### src/rtl/irq_flag_bank.sv
module irq_flag_bank #(
  parameter int ADDR_W = 2
) (
  input  logic              clk,
  input  logic              rst_n,
  input  logic              ev_tmra_wrap,
  input  logic              ev_ser1,
  input  logic [4:0]        ev_ext,
  input  logic              ev_tmrfl,
  input  logic              ev_tmry,
  input  logic [5:0]        ext_en,
  input  logic [ADDR_W-1:0] cpu_addr,
  input  logic              cpu_we,
  input  logic [7:0]        cpu_wdata,
  output logic [7:0]        cpu_rdata,
  output logic [7:0]        req_main_q,
  output logic [7:0]        req_tmr_q,
  output logic [7:0]        ena_q,
  output logic              irq_out
);
  localparam logic [ADDR_W-1:0] A_MAIN = ADDR_W'(0);
  localparam logic [ADDR_W-1:0] A_ENA  = ADDR_W'(1);
  localparam logic [ADDR_W-1:0] A_TMR  = ADDR_W'(2);
  localparam logic [7:0] MAIN_RSV = 8'h20;
  localparam logic [7:0] TMR_RSV  = 8'hF9;
  localparam logic [7:0] ENA_RSV  = 8'h79;

  logic [7:0] main_r, tmr_r, ena_r;
  logic [7:0] main_set, tmr_set, main_gate;
  logic       wr_main, wr_tmr, wr_ena;

  assign main_set  = {ev_tmra_wrap, ev_ser1, 1'b0, ev_ext};
  assign tmr_set   = {5'b0, ev_tmrfl, ev_tmry, 1'b0};
  assign wr_main   = cpu_we && (cpu_addr == A_MAIN);
  assign wr_tmr    = cpu_we && (cpu_addr == A_TMR);
  assign wr_ena    = cpu_we && (cpu_addr == A_ENA);

  always_ff @(posedge clk or negedge rst_n) begin
    if (!rst_n) begin
      main_r <= 8'h00;
      tmr_r  <= 8'h00;
      ena_r  <= 8'h00;
    end else begin
      main_r <= ((main_r & (wr_main ? cpu_wdata : 8'hFF)) | main_set) & ~MAIN_RSV;
      tmr_r  <= ((tmr_r & (wr_tmr ? cpu_wdata : 8'hFF)) | tmr_set) & ~TMR_RSV;
      if (wr_ena) ena_r <= cpu_wdata & ~ENA_RSV;
    end
  end

  assign req_main_q = main_r | MAIN_RSV;
  assign req_tmr_q  = tmr_r | TMR_RSV;
  assign ena_q      = ena_r | ENA_RSV;

  assign main_gate = {ena_r[7], ext_en[5], 1'b0, ext_en[4:0]};
  assign irq_out   = (|(main_r & main_gate)) | (|(tmr_r & ena_r & ~TMR_RSV));

  always_comb begin
    case (cpu_addr)
      A_MAIN:  cpu_rdata = req_main_q;
      A_ENA:   cpu_rdata = ena_q;
      A_TMR:   cpu_rdata = req_tmr_q;
      default: cpu_rdata = 8'hFF;
    endcase
  end
endmodule

### config.mk
export PLATFORM = sky130hd
export DESIGN_NAME = irq_flag_bank
export DESIGN_NICKNAME = d
export VERILOG_FILES = /design/src/rtl/irq_flag_bank.sv
export SDC_FILE = /design/constraint.sdc
export NUM_CORES = 1
export LEC_CHECK = 0
export BUFFER_PORTS_ARGS = -buffer_cell sky130_fd_sc_hd__clkbuf_2
export CAP_MARGIN = 20
export CORE_MARGIN = 1
export CORE_UTILIZATION = 37
export DETAILED_ROUTE_END_ITERATION = 7
export PLACE_DENSITY_LB_ADDON = 0.08
export SLEW_MARGIN = 20
export SYNTH_ARGS = -nofsm -noshare
export SYNTH_HDL_FRONTEND = slang
export SYNTH_SLANG_ARGS = --single-unit
### constraint.sdc
create_clock -name clk -period 1.2 [get_ports clk]
set_clock_uncertainty 0.05 [all_clocks]
set_input_delay 0.24 -clock clk [delete_from_list [all_inputs] [get_ports clk]]
set_output_delay 0.24 -clock clk [all_outputs]
set_load 0.05 [all_outputs]
==> results.txt, run 1 <==
----------------------------------------------------
[Place]
  IO buf count ... between 40 and 50
  Placed wire-length estimate ... between 1500 and 2000 um
  Weighted congestion at the end of routability-driven global placement ... between 0.7 and 0.8

[Power and ir drop]
  Pwr Total ... 1.77 mW
  Power density over cell area ... 1050 nW/um^2
  Leakage Power ... ~0.8 nW
  IR drop worst, VDD ... around 1.1 mV

[Detailed routing]
  Router iterations before antenna repair ... 4
  Post-route DRC ... 0
  Sum of routed wire length over all layers ... ~3700 um
  Average via count per standard cell ... approximately 5.3
  Number of nets still failing antenna checks after routing ... 0
  Count of routing violations after the opening detailed-route iteration ... 41
  Vias after detailed routing ... 905
  Post-detailed-route wirelength per cell ... between 20 and 25 um

[Critical path]
  Critical path required time ... 0.91 ns
  Setup slack of the worst register-to-register path ... between 0.1 and 0.15 ns
  CP Capture Type ... output pin
  Register-to-Register Path Depth ... 3
  Worst path arrival time ... approximately 1.6 ns
  CP max FO ... 2
  Worst reg2reg endpoint ... ena_r[2]$_DFFE_PN0P_
  Critical Setup Path Class ... flop to output pin
  Worst reg2reg path startpoint ... ena_r[2]$_DFFE_PN0P_
  Worst Setup Start Kind ... flop

[Timing]
  Post-Route Hold Slack ... around 0.084 ns
  RSZ-0062 raised after global routing ... true
  Total negative slack for setup checks ... -4.30 ns
  Count of endpoints failing hold in the final timing report ... 0
  Slew Limit Fails ... 0
  Final Worst Setup Slack ... -0.652 ns
  Post-route fraction of the period consumed by the critical path ... 154%
  Shortest period the worst path allows ... approximately 1.9 ns
  Number of endpoints failing setup at the final stage ... 19
  Peak Freq ... 540 MHz

[Synthesis]
  Share of synthesized area occupied by flip-flops and latches ... between 40% and 50%
  Unique masters post-synth ... 17
  Post-synthesis average cell area ... about 9 sq um
  Leading cell types by total area after synthesis ... dfrtp_1 (41%), buf_4 (14%), nand2_1 (7.6%), nand2b_1 (7.6%), ha_1 (6.8%)
  Synth top area share ... 40.5%
  Post-synthesis cell area ... approximately 740 sq um
  Ys Warns ... 0
  Cells after synthesis ... 80
  Flip-flop and latch count after synthesis ... 12
  Cell taking the most area after synthesis ... dfrtp_1

[Clock tree]
  CTS H-tree depth ... 1
  Clock transition at path regs ... about 0.090 ns
  CTS tree ... done
  Cell at the root of the clock tree ... clkbuf_4
  Worst-Skew Late Latency ... between 0.2 and 0.3 ns
  Clock sink count ... 12
  Maximum clock path buffer count ... 2
  Clock buffer count from CTS ... 3

[Layout]
  Highest-count cells in the layout ignoring fill and taps ... clkbuf_2 (24), clkbuf_16 (15), conb_1 (13)
  Area Growth Syn to Fin ... 129%
  Most common library cell in the layout ignoring fill and taps ... clkbuf_2
  Storage cell area ... about 320 sq um
  Fraction of layout cells with a size suffix above 1 ... 71.7%
  Multi-input combinational cell area ... 528 sq um
  Number of antenna repair diodes ... 0
  Layout filler cell count ... 51
  Nets ... 178

[Status]
  Outcome ... finished with violations
  Violated checks ... negative setup slack

[Global routing]
  Vias in the first global route ... between 900 and 1000
  Global-route usage over all layers ... about a third
  Number of antenna violations at the first check in global routing ... 0
  Pin count of the biggest net entering global routing ... 13
  Global route overflow ... 0
  Wire length of the first global-routing pass ... 4880 um

[Worst hold path]
  Hold Crit Class ... input port to flop
  Number of instances on the worst hold path ... 2
  Endpoint with the worst hold slack ... main_r[6]$_DFF_PN0_
  Startpoint of the worst hold path ... ev_ser1

[Floorplan]
  Core region area ... around 1800 sq um
  Row count ... 15
  Total die area ... between 2000 and 2500 sq um
  Die Ht ... approximately 47 um
  Effective utilization at floorplan ... around two fifths
  Die Width ... about 47 um
  Top-level port count ... ~60

[Flow run]
  Number of maximum-capacitance constraint violations ... 0

----------------------------------------------------
## power breakdown
group          leakage [nW]  switching [mW]  internal (mW)
Clock                0.0210           0.159          0.185
Sequential            0.111          0.0372          0.439
Combinational         0.656           0.527          0.426
## cell families after synthesis
kind of cell	count (synthesis)	synth area share, %
mux	3	4.56
fa+ha+maj	4	6.76
compound gates	18	16.0
simple gates	26	16.4
flops	12	40.5
other cells	1	0.506
buf+inv	16	15.2
## synth_stat cells
library cell and n:
conb_1 1, a22oi_1 3, buf_4 14, a222oi_1 1
mux2_2 3, nand3_1 1, dfrtp_1 12, a221oi_2 1
a22o_1 1, a211oi_1 1, inv_1 2, ha_1 4
nand2b_1 9, nand2_1 15, nor2_1 1, a21oi_1 2
o21ai_0 9
## per-layer routing
layer / track usage (%) / part of all wire [%] / vias to the layer above
met5: 0 / 0 / -
met4: 17.7 / 5.3 / 0
met3: 5.77 / 8.3 / 20
met2: 59.4 / 51 / 79
met1: 41.8 / 35 / 427
li1: - / - / 379
## worst max path at each step
stage,startpoint,endpoint,slack (ns)
floorplan,main_r[0]$_DFF_PN0_,irq_out,-0.32
global placement,cpu_addr[1],cpu_rdata[7],-0.34
detailed placement,cpu_addr[1],cpu_rdata[7],-0.37
CTS,main_r[7]$_DFF_PN0_,irq_out,-0.57
global route,main_r[0]$_DFF_PN0_,irq_out,-0.66
finish,main_r[7]$_DFF_PN0_,irq_out,-0.65
## flip-flops by register name, indices dropped and copies added (netlist names)
signal  cells
ena_r       3
main_r      7
tmr_r       2
## final cells by class
cell class                 instances  share of cell area [%]
timing repair buffer              63                    45.4
tap                               25                    1.84
sequential                        12                    18.6
inverter                           2                   0.885
multi-input combinational         64                    31.1
clock buffer                       4                    2.14
## critical path: stages, from the launching register on
cell and delay, ns:
dfrtp_2 0.44, a22o_1 0.26, a221oi_2 0.28, nand3_4 0.12
buf_8 0.17
## repair_timing
item	in CTS	in global routing
buffers inserted	1	6
hold endpoints to repair	12	0
resized for setup	81	11
endpoints found under the setup margin	20	21
pin swaps	9	4
hold buffers	1	0
## per-stage QoR
step                utilization, %  setup slack [ns]  instances  area (sq um)
floorplan                        -            -0.323         92           911
global placement              64.7            -0.337        162          1160
detailed placement            64.7            -0.370        162          1160
CTS                           92.8            -0.566        168          1670
global route                  94.2            -0.663        170          1700
finish                        94.2            -0.652        170          1700
Power figures use the tool's default switching activity.
==> run 2: changes to the inputs <==
ABC_AREA = 1   (was unset)
CELL_PAD_IN_SITES_DETAIL_PLACEMENT = 1   (was unset)
CELL_PAD_IN_SITES_GLOBAL_PLACEMENT = 1   (was unset)
CORE_UTILIZATION = 25   (was 37)
==> run 2 against run 1 <==
The flow finishes with violations (design-rule violations, negative setup slack). Synthesized cell count rose by 35%. Wire length decreased by 17%. Total power fell by 4.0%. Critical path depth rose by 1. Die area grew 52%. Fmax is 23% higher. Non-clock buffer count is 3 higher. Design area up 6.6%. Count of clock-buffer cells in the layout is the same. Sequential share of layout area down 1.1 points. Via count up 2.0%. Critical path type unchanged. Highest routed layer unchanged.
==> results.txt, run 2 <==
----------------------------------------------------
[Synthesis]
  Unique masters post-synth ... 11
  Flip-flop and latch count after synthesis ... 12
  Post-synthesis average cell area ... 7.17 sq um
  Post-synthesis cell area ... between 700 and 800 sq um
  Number of enable-type register cells in the synthesized netlist ... 0
  Cell taking the most area after synthesis ... dfrtp_1
  Leading cell types by total area after synthesis ... dfrtp_1 (39%), nand2_1 (21%), buf_4 (14%), ha_1 (6.5%), o21ai_0 (5.8%)
  Post-synthesis async set-or-reset flop share ... 100%
  Cells after synthesis ... between 100 and 150
  Ys Warns ... 0
  Most frequent cell after synthesis ... nand2_1
  Share of synthesized area occupied by flip-flops and latches ... between 30% and 40%
  Most frequent cells after synthesis ... nand2_1 (43), buf_4 (14), dfrtp_1 (12)
  Synth top area share ... about 39%
  Most common flop cell mapped by yosys ... dfrtp_1

[Timing]
  Count of endpoints failing hold in the final timing report ... 0
  Slew Limit Fails ... 0
  Post-route fraction of the period consumed by the critical path ... 126%
  RSZ-0062 raised after global routing ... true
  Number of endpoints failing setup at the final stage ... 19
  Shortest period the worst path allows ... about 1.5 ns
  Post-Route Hold Slack ... between 0.08 and 0.09 ns
  Peak Freq ... approximately 660 MHz
  Total negative slack for setup checks ... -3.03 ns
  Final Worst Setup Slack ... -0.311 ns

[Critical path]
  Critical path required time ... approximately 0.91 ns
  Chain of cells forming the critical path ... nand2_1 > nand2_1 > nor2_4 > nand2_2 > buf_8
  Critical Setup Path Class ... flop to output pin
  CP max FO ... 3
  CP Capture Type ... output pin
  CP Buf/Inv Count ... 1
  Longest individual stage delay on the worst path ... between 0.4 and 0.5 ns
  CP max stage cell ... dfrtp_2
  Cell family contributing the most delay on the critical path ... flip-flops
  Worst path arrival time ... between 1 and 1.5 ns
  Library cell appearing most often on the critical path ... nand2_1
  Worst Setup Start Kind ... flop

[Floorplan]
  Die Width ... around 58 um
  Effective utilization at floorplan ... a little over a quarter
  Core region area ... 2850 sq um
  Row count ... 19
  Total die area ... between 3000 and 4000 sq um
  Top-level port count ... 61
  Die Ht ... ~58 um

[Clock tree]
  Worst-Skew Late Latency ... 0.28 ns
  Clock sink count ... 12
  CTS tree ... done
  Clock transition at path regs ... approximately 0.08 ns
  CTS H-tree depth ... 1
  Cell at the root of the clock tree ... clkbuf_4
  Clock buffer count from CTS ... 3
  Maximum clock path buffer count ... 2

[Flow run]
  Number of maximum-capacitance constraint violations ... 0

[Detailed routing]
  Post-detailed-route wirelength per cell ... 15.1 um
  Vias after detailed routing ... just over 900
  Post-route DRC ... 3
  Router iterations before antenna repair ... 8
  Count of routing violations after the opening detailed-route iteration ... 16
  Number of nets still failing antenna checks after routing ... 0
  Sum of routed wire length over all layers ... between 3000 and 4000 um
  Average via count per standard cell ... between 4 and 5

[Place]
  Placed Instance Area ... between 1000 and 1500 sq um
  IO buf count ... 46
  Weighted congestion at the end of routability-driven global placement ... a little over 0.7
  Placed wire-length estimate ... slightly above 2000 um

[Layout]
  Number of antenna repair diodes ... 0
  Most common library cell in the layout ignoring fill and taps ... nand2_1
  Nets ... ~210
  Fraction of layout cells with a size suffix above 1 ... 63.1%
  Flip-flop count of the largest register, all copies and words added ... 7
  Highest-count cells in the layout ignoring fill and taps ... nand2_1 (28), clkbuf_2 (24), buf_6 (14)
  Largest registers ... main_r: 7 flops, ena_r: 3 flops, tmr_r: 2 flops
  Layout filler cell count ... ~320
  Area Growth Syn to Fin ... 133%
  Multi-input combinational cell area ... 573 sq um
  Storage cell area ... 315 sq um
  Cell area after layout ... roughly 1800 sq um
  Largest register by flop count ... main_r

[Power and ir drop]
  Leakage Power ... 0.907 nW
  Pwr Total ... approximately 1.7 mW
  IR drop worst, VDD ... 0.762 mV
  Power density over cell area ... 942 nW/um^2

[Global routing]
  Global-route usage over all layers ... between 10% and 20%
  Wire length of the first global-routing pass ... approximately 4500 um
  Number of antenna violations at the first check in global routing ... 0
  Vias in the first global route ... a little over 900
  Pin count of the biggest net entering global routing ... 13
  Global route overflow ... 0

[Status]
  Violated checks ... design-rule violations, negative setup slack
  Outcome ... finished with violations

[Worst hold path]
  Hold Crit Class ... input port to flop

----------------------------------------------------
-- run 2: changes by cell type after synthesis, sizes merged --
cell | previous run | this run
a211oi | 1 | 0
a21oi | 2 | 4
a221oi | 1 | 0
a222oi | 1 | 0
a22o | 1 | 0
a22oi | 3 | 0
inv | 2 | 11
mux2 | 3 | 0
nand2 | 15 | 44
nand2b | 9 | 0
nand3 | 1 | 6
nor2 | 1 | 3
-- run 2: worst reg2reg max path, stage by stage, from the launching register on --
cell and delay (ns):
dfrtp_2 0.44, buf_6 0.13, buf_4 0.12, o21ai_0 0.08, nand2_1 0.07
-- run 2: logic make-up (layout without fill, tap and decap cells) --
family / after synthesis / in the layout / synth area share, %
simple gates: 53 / 53 / 27.0
buf+inv: 25 / 81 / 18.9
fa+ha+maj: 4 / 4 / 6.46
compound gates: 13 / 13 / 8.40
other cells: 1 / 13 / 0.484
flops: 12 / 12 / 38.8
-- run 2: power by group --
group / internal, mW / switching (mW) / total (mW) / leakage (nW)
clock network: 0.185 / 0.143 / 0.328 / 0.0210
registers: 0.436 / 0.0338 / 0.469 / 0.112
logic: 0.392 / 0.512 / 0.905 / 0.774
-- run 2: worst paths after layout --
check	slack, ns	depth (start not counted)	endpoint	start
hold reg to reg	0.51	2	main_r[0]$_DFF_PN0_	main_r[0]$_DFF_PN0_
setup reg to reg	0.20	4	main_r[7]$_DFF_PN0_	main_r[7]$_DFF_PN0_
setup / recovery	-0.31	5	irq_out	main_r[4]$_DFF_PN0_
hold / removal	0.09	3	tmr_r[2]$_DFF_PN0_	ev_tmrfl
min in group asynchronous	0.37	2	ena_r[2]$_DFFE_PN0P_	rst_n
max in group asynchronous	0.47	2	main_r[7]$_DFF_PN0_	rst_n
-- run 2: what timing repair did --
item,CTS,global route
endpoints found under the setup margin,20,20
pin swaps,8,5
hold buffers,1,0
endpoints found under the hold margin,12,0
resized for setup,72,31
setup buffers,2,6
-- run 2: per-stage QoR --
step | util [%] | worst slack, ns | instances
after floorplan | - | -0.0468 | 120
after global placement | 43.6 | -0.259 | 198
after detailed placement | 43.6 | -0.289 | 198
after CTS | 59.2 | -0.290 | 204
after global routing | 63.4 | -0.359 | 207
final | 63.4 | -0.311 | 207
-- run 2: layer usage --
metal  vias up  global-route usage [%]  wire (um)
met5         -                       0          0
met4         0                    6.12         38
met3         5                    2.68        129
met2        36                    34.9       1750
met1       438                    21.1       1210
li1        444                       -          -
-- run 2: final cells by class --
type | count | area share [%]
multi-input combinational | 83 | 31.7
inverter | 11 | 2.84
timing repair buffer | 66 | 43.9
clock buffer | 4 | 2.01
tap | 31 | 2.15
sequential | 12 | 17.4
==> run 3: changes to the inputs <==
CELL_PAD_IN_SITES_DETAIL_PLACEMENT = 0   (was 1)
==> run 3 against run 2 <==
The run still ends with design-rule violations, negative setup slack left. Non-clock buffer count decreased by 2. Count of clock-buffer cells in the layout unchanged. First-iteration DRC count increased by 6.3%. Worst setup slack improved by 0.057 ns. Critical endpoint unchanged. Largest power group unchanged.
==> results.txt, run 3 (synthesized netlist as in run 2, its figures left out) <==
----------------------------------------------------
[Timing]
  RSZ-0062 raised after global routing ... true
  Shortest period the worst path allows ... roughly 1.5 ns
  Post-route fraction of the period consumed by the critical path ... 121%
  Number of endpoints failing setup at the final stage ... 19
  Count of endpoints failing hold in the final timing report ... 0
  Peak Freq ... 688 MHz
  Slew Limit Fails ... 0
  Final Worst Setup Slack ... -0.253 ns

[Layout]
  Highest-count cells in the layout ignoring fill and taps ... nand2_1 (31), clkbuf_2 (24), conb_1 (13), clkbuf_16 (13), dfrtp_2 (12)
  Fraction of layout cells with a size suffix above 1 ... between 60% and 70%
  Most common library cell in the layout ignoring fill and taps ... nand2_1
  Util after Layout ... between 60% and 70%
  Largest register by flop count ... main_r
  Area Growth Syn to Fin ... 129%
  Non-filler cells, final ... 205
  Number of antenna repair diodes ... 0
  Cell area after layout ... around 1800 sq um
  Flip-flop count of the largest register, all copies and words added ... 7
  Largest registers ... main_r: 7 flops, ena_r: 3 flops, tmr_r: 2 flops
  Nets ... ~210
  Layout filler cell count ... about 250

[Worst hold path]
  Hold Crit Class ... input port to flop

[Critical path]
  CP max stage cell ... dfrtp_2
  Critical Setup Path Class ... flop to output pin
  Chain of cells forming the critical path ... nand2_1 > nand2_1 > nor2_2 > nand2_2 > buf_8
  Logic depth of the worst path, buffers included ... 5
  CP Buf/Inv Count ... 1
  CP Capture Type ... output pin
  Critical path required time ... between 0.9 and 1 ns
  Register-to-Register Path Depth ... 4
  CP max FO ... 3
  Worst path arrival time ... between 1 and 1.5 ns
  Startpoint of the most critical setup path ... tmr_r[1]$_DFF_PN0_
  Cell family contributing the most delay on the critical path ... flip-flops
  Capture point of the worst path ... irq_out
  Longest individual stage delay on the worst path ... about 0.45 ns
  Library cell appearing most often on the critical path ... nand2_1
  Worst Setup Start Kind ... flop
  Setup slack of the worst register-to-register path ... 0.26 ns
  Worst reg2reg endpoint ... ena_r[7]$_DFFE_PN0P_
  Worst reg2reg path startpoint ... ena_r[7]$_DFFE_PN0P_

[Detailed routing]
  Average via count per standard cell ... 4.27
  Router iterations before antenna repair ... 6
  Post-detailed-route wirelength per cell ... about 12 um
  Count of routing violations after the opening detailed-route iteration ... 17
  Sum of routed wire length over all layers ... 2470 um
  Vias after detailed routing ... slightly below 900
  Post-route DRC ... 4
  Number of nets still failing antenna checks after routing ... 0

[Power and ir drop]
  IR drop worst, VDD ... between 0.5 and 0.6 mV
  Power density over cell area ... about 950 nW/um^2
  Leakage Power ... approximately 0.90 nW

[Global routing]
  Global-route usage over all layers ... between 10 and 15%
  Number of antenna violations at the first check in global routing ... 0
  Vias in the first global route ... between 800 and 900
  Global route overflow ... 0
  Pin count of the biggest net entering global routing ... 13
  Wire length of the first global-routing pass ... approximately 3700 um

[Clock tree]
  CTS H-tree depth ... 1
  Cell at the root of the clock tree ... clkbuf_4
  Worst-Skew Late Latency ... 0.27 ns
  Clock transition at path regs ... about 0.080 ns
  Clock sink count ... 12
  Maximum clock path buffer count ... 2
  Clock buffer count from CTS ... 3
  CTS tree ... done

[Status]
  Violated checks ... design-rule violations, negative setup slack
  Outcome ... finished with violations

[Floorplan]
  Die Width ... 57.7 um
  Die Ht ... around 58 um
  Row count ... 19
  Effective utilization at floorplan ... a little over a quarter
  Top-level port count ... 61
  Core region area ... 2850 sq um
  Total die area ... approximately 3300 sq um

[Place]
  IO buf count ... 46
  Weighted congestion at the end of routability-driven global placement ... ~0.7
  Placed Cells ... slightly below 200
  Placed wire-length estimate ... between 1500 and 2000 um
  Placed Instance Area ... 1240 sq um

[Flow run]
  Number of maximum-capacitance constraint violations ... 0

----------------------------------------------------
run 3: worst min path at each step:
stage	endpoint	cells after the start	slack [ns]	startpoint
after CTS	main_r[0]$_DFF_PN0_	3	0.09	ev_ext[0]
after global placement	tmr_r[1]$_DFF_PN0_	1	0.1	rst_n
after floorplan	ena_r[1]$_DFFE_PN0P_	0	-0.11	rst_n
final	main_r[6]$_DFF_PN0_	3	0.1	ev_ser1
after global routing	main_r[4]$_DFF_PN0_	3	0.11	ev_ext[4]
after detailed placement	ena_r[2]$_DFFE_PN0P_	1	0.09	rst_n
run 3: metal layers:
metal	wire length [um]	global-route usage, %
met2	1230	24.6
met5	0	0
met3	147	2.68
met1	1080	19.1
met4	13	6.12
run 3: final cells by class:
type | count | area [sq um] | area share [%]
repair buffers | 64 | 783 | 44.2
multi-input cells | 83 | 546 | 30.8
flip-flops and latches | 12 | 315 | 17.8
inverters | 11 | 51.3 | 2.90
well taps | 31 | 38.8 | 2.19
clock buffers | 4 | 36.3 | 2.05
run 3: worst min-delay path, cell delays in order:
cell	delay, ns
clkbuf_2	0.07
inv_1	0.03
nand2_1	0.05
run 3: repair_timing:
item	CTS	global route
hold buffers	1	0
resized for setup	73	18
setup buffers	1	2
endpoints found under the setup margin	20	20
endpoints found under the hold margin	12	0
pin swaps	9	6
run 3: per-stage QoR:
| stage | setup slack [ns] | TNS (ns) | total power [mW] | hold WS, ns |
|---|---|---|---|---|
| after floorplan | -0.0468 | -0.0468 | 0.928 | -0.106 |
| after global placement | -0.259 | -2.21 | 1.10 | 0.0971 |
| after detailed placement | -0.305 | -2.67 | 1.11 | 0.0938 |
| after CTS | -0.279 | -2.92 | 1.63 | 0.0872 |
| after global routing | -0.332 | -3.23 | 1.76 | 0.108 |
| final | -0.253 | -2.62 | 1.69 | 0.0953 |
run 3: where the power goes:
group | total [mW] | internal, mW | switching [mW]
Sequential | 0.464 | 0.435 | 0.0280
Clock | 0.320 | 0.184 | 0.136
Combinational | 0.901 | 0.408 | 0.493
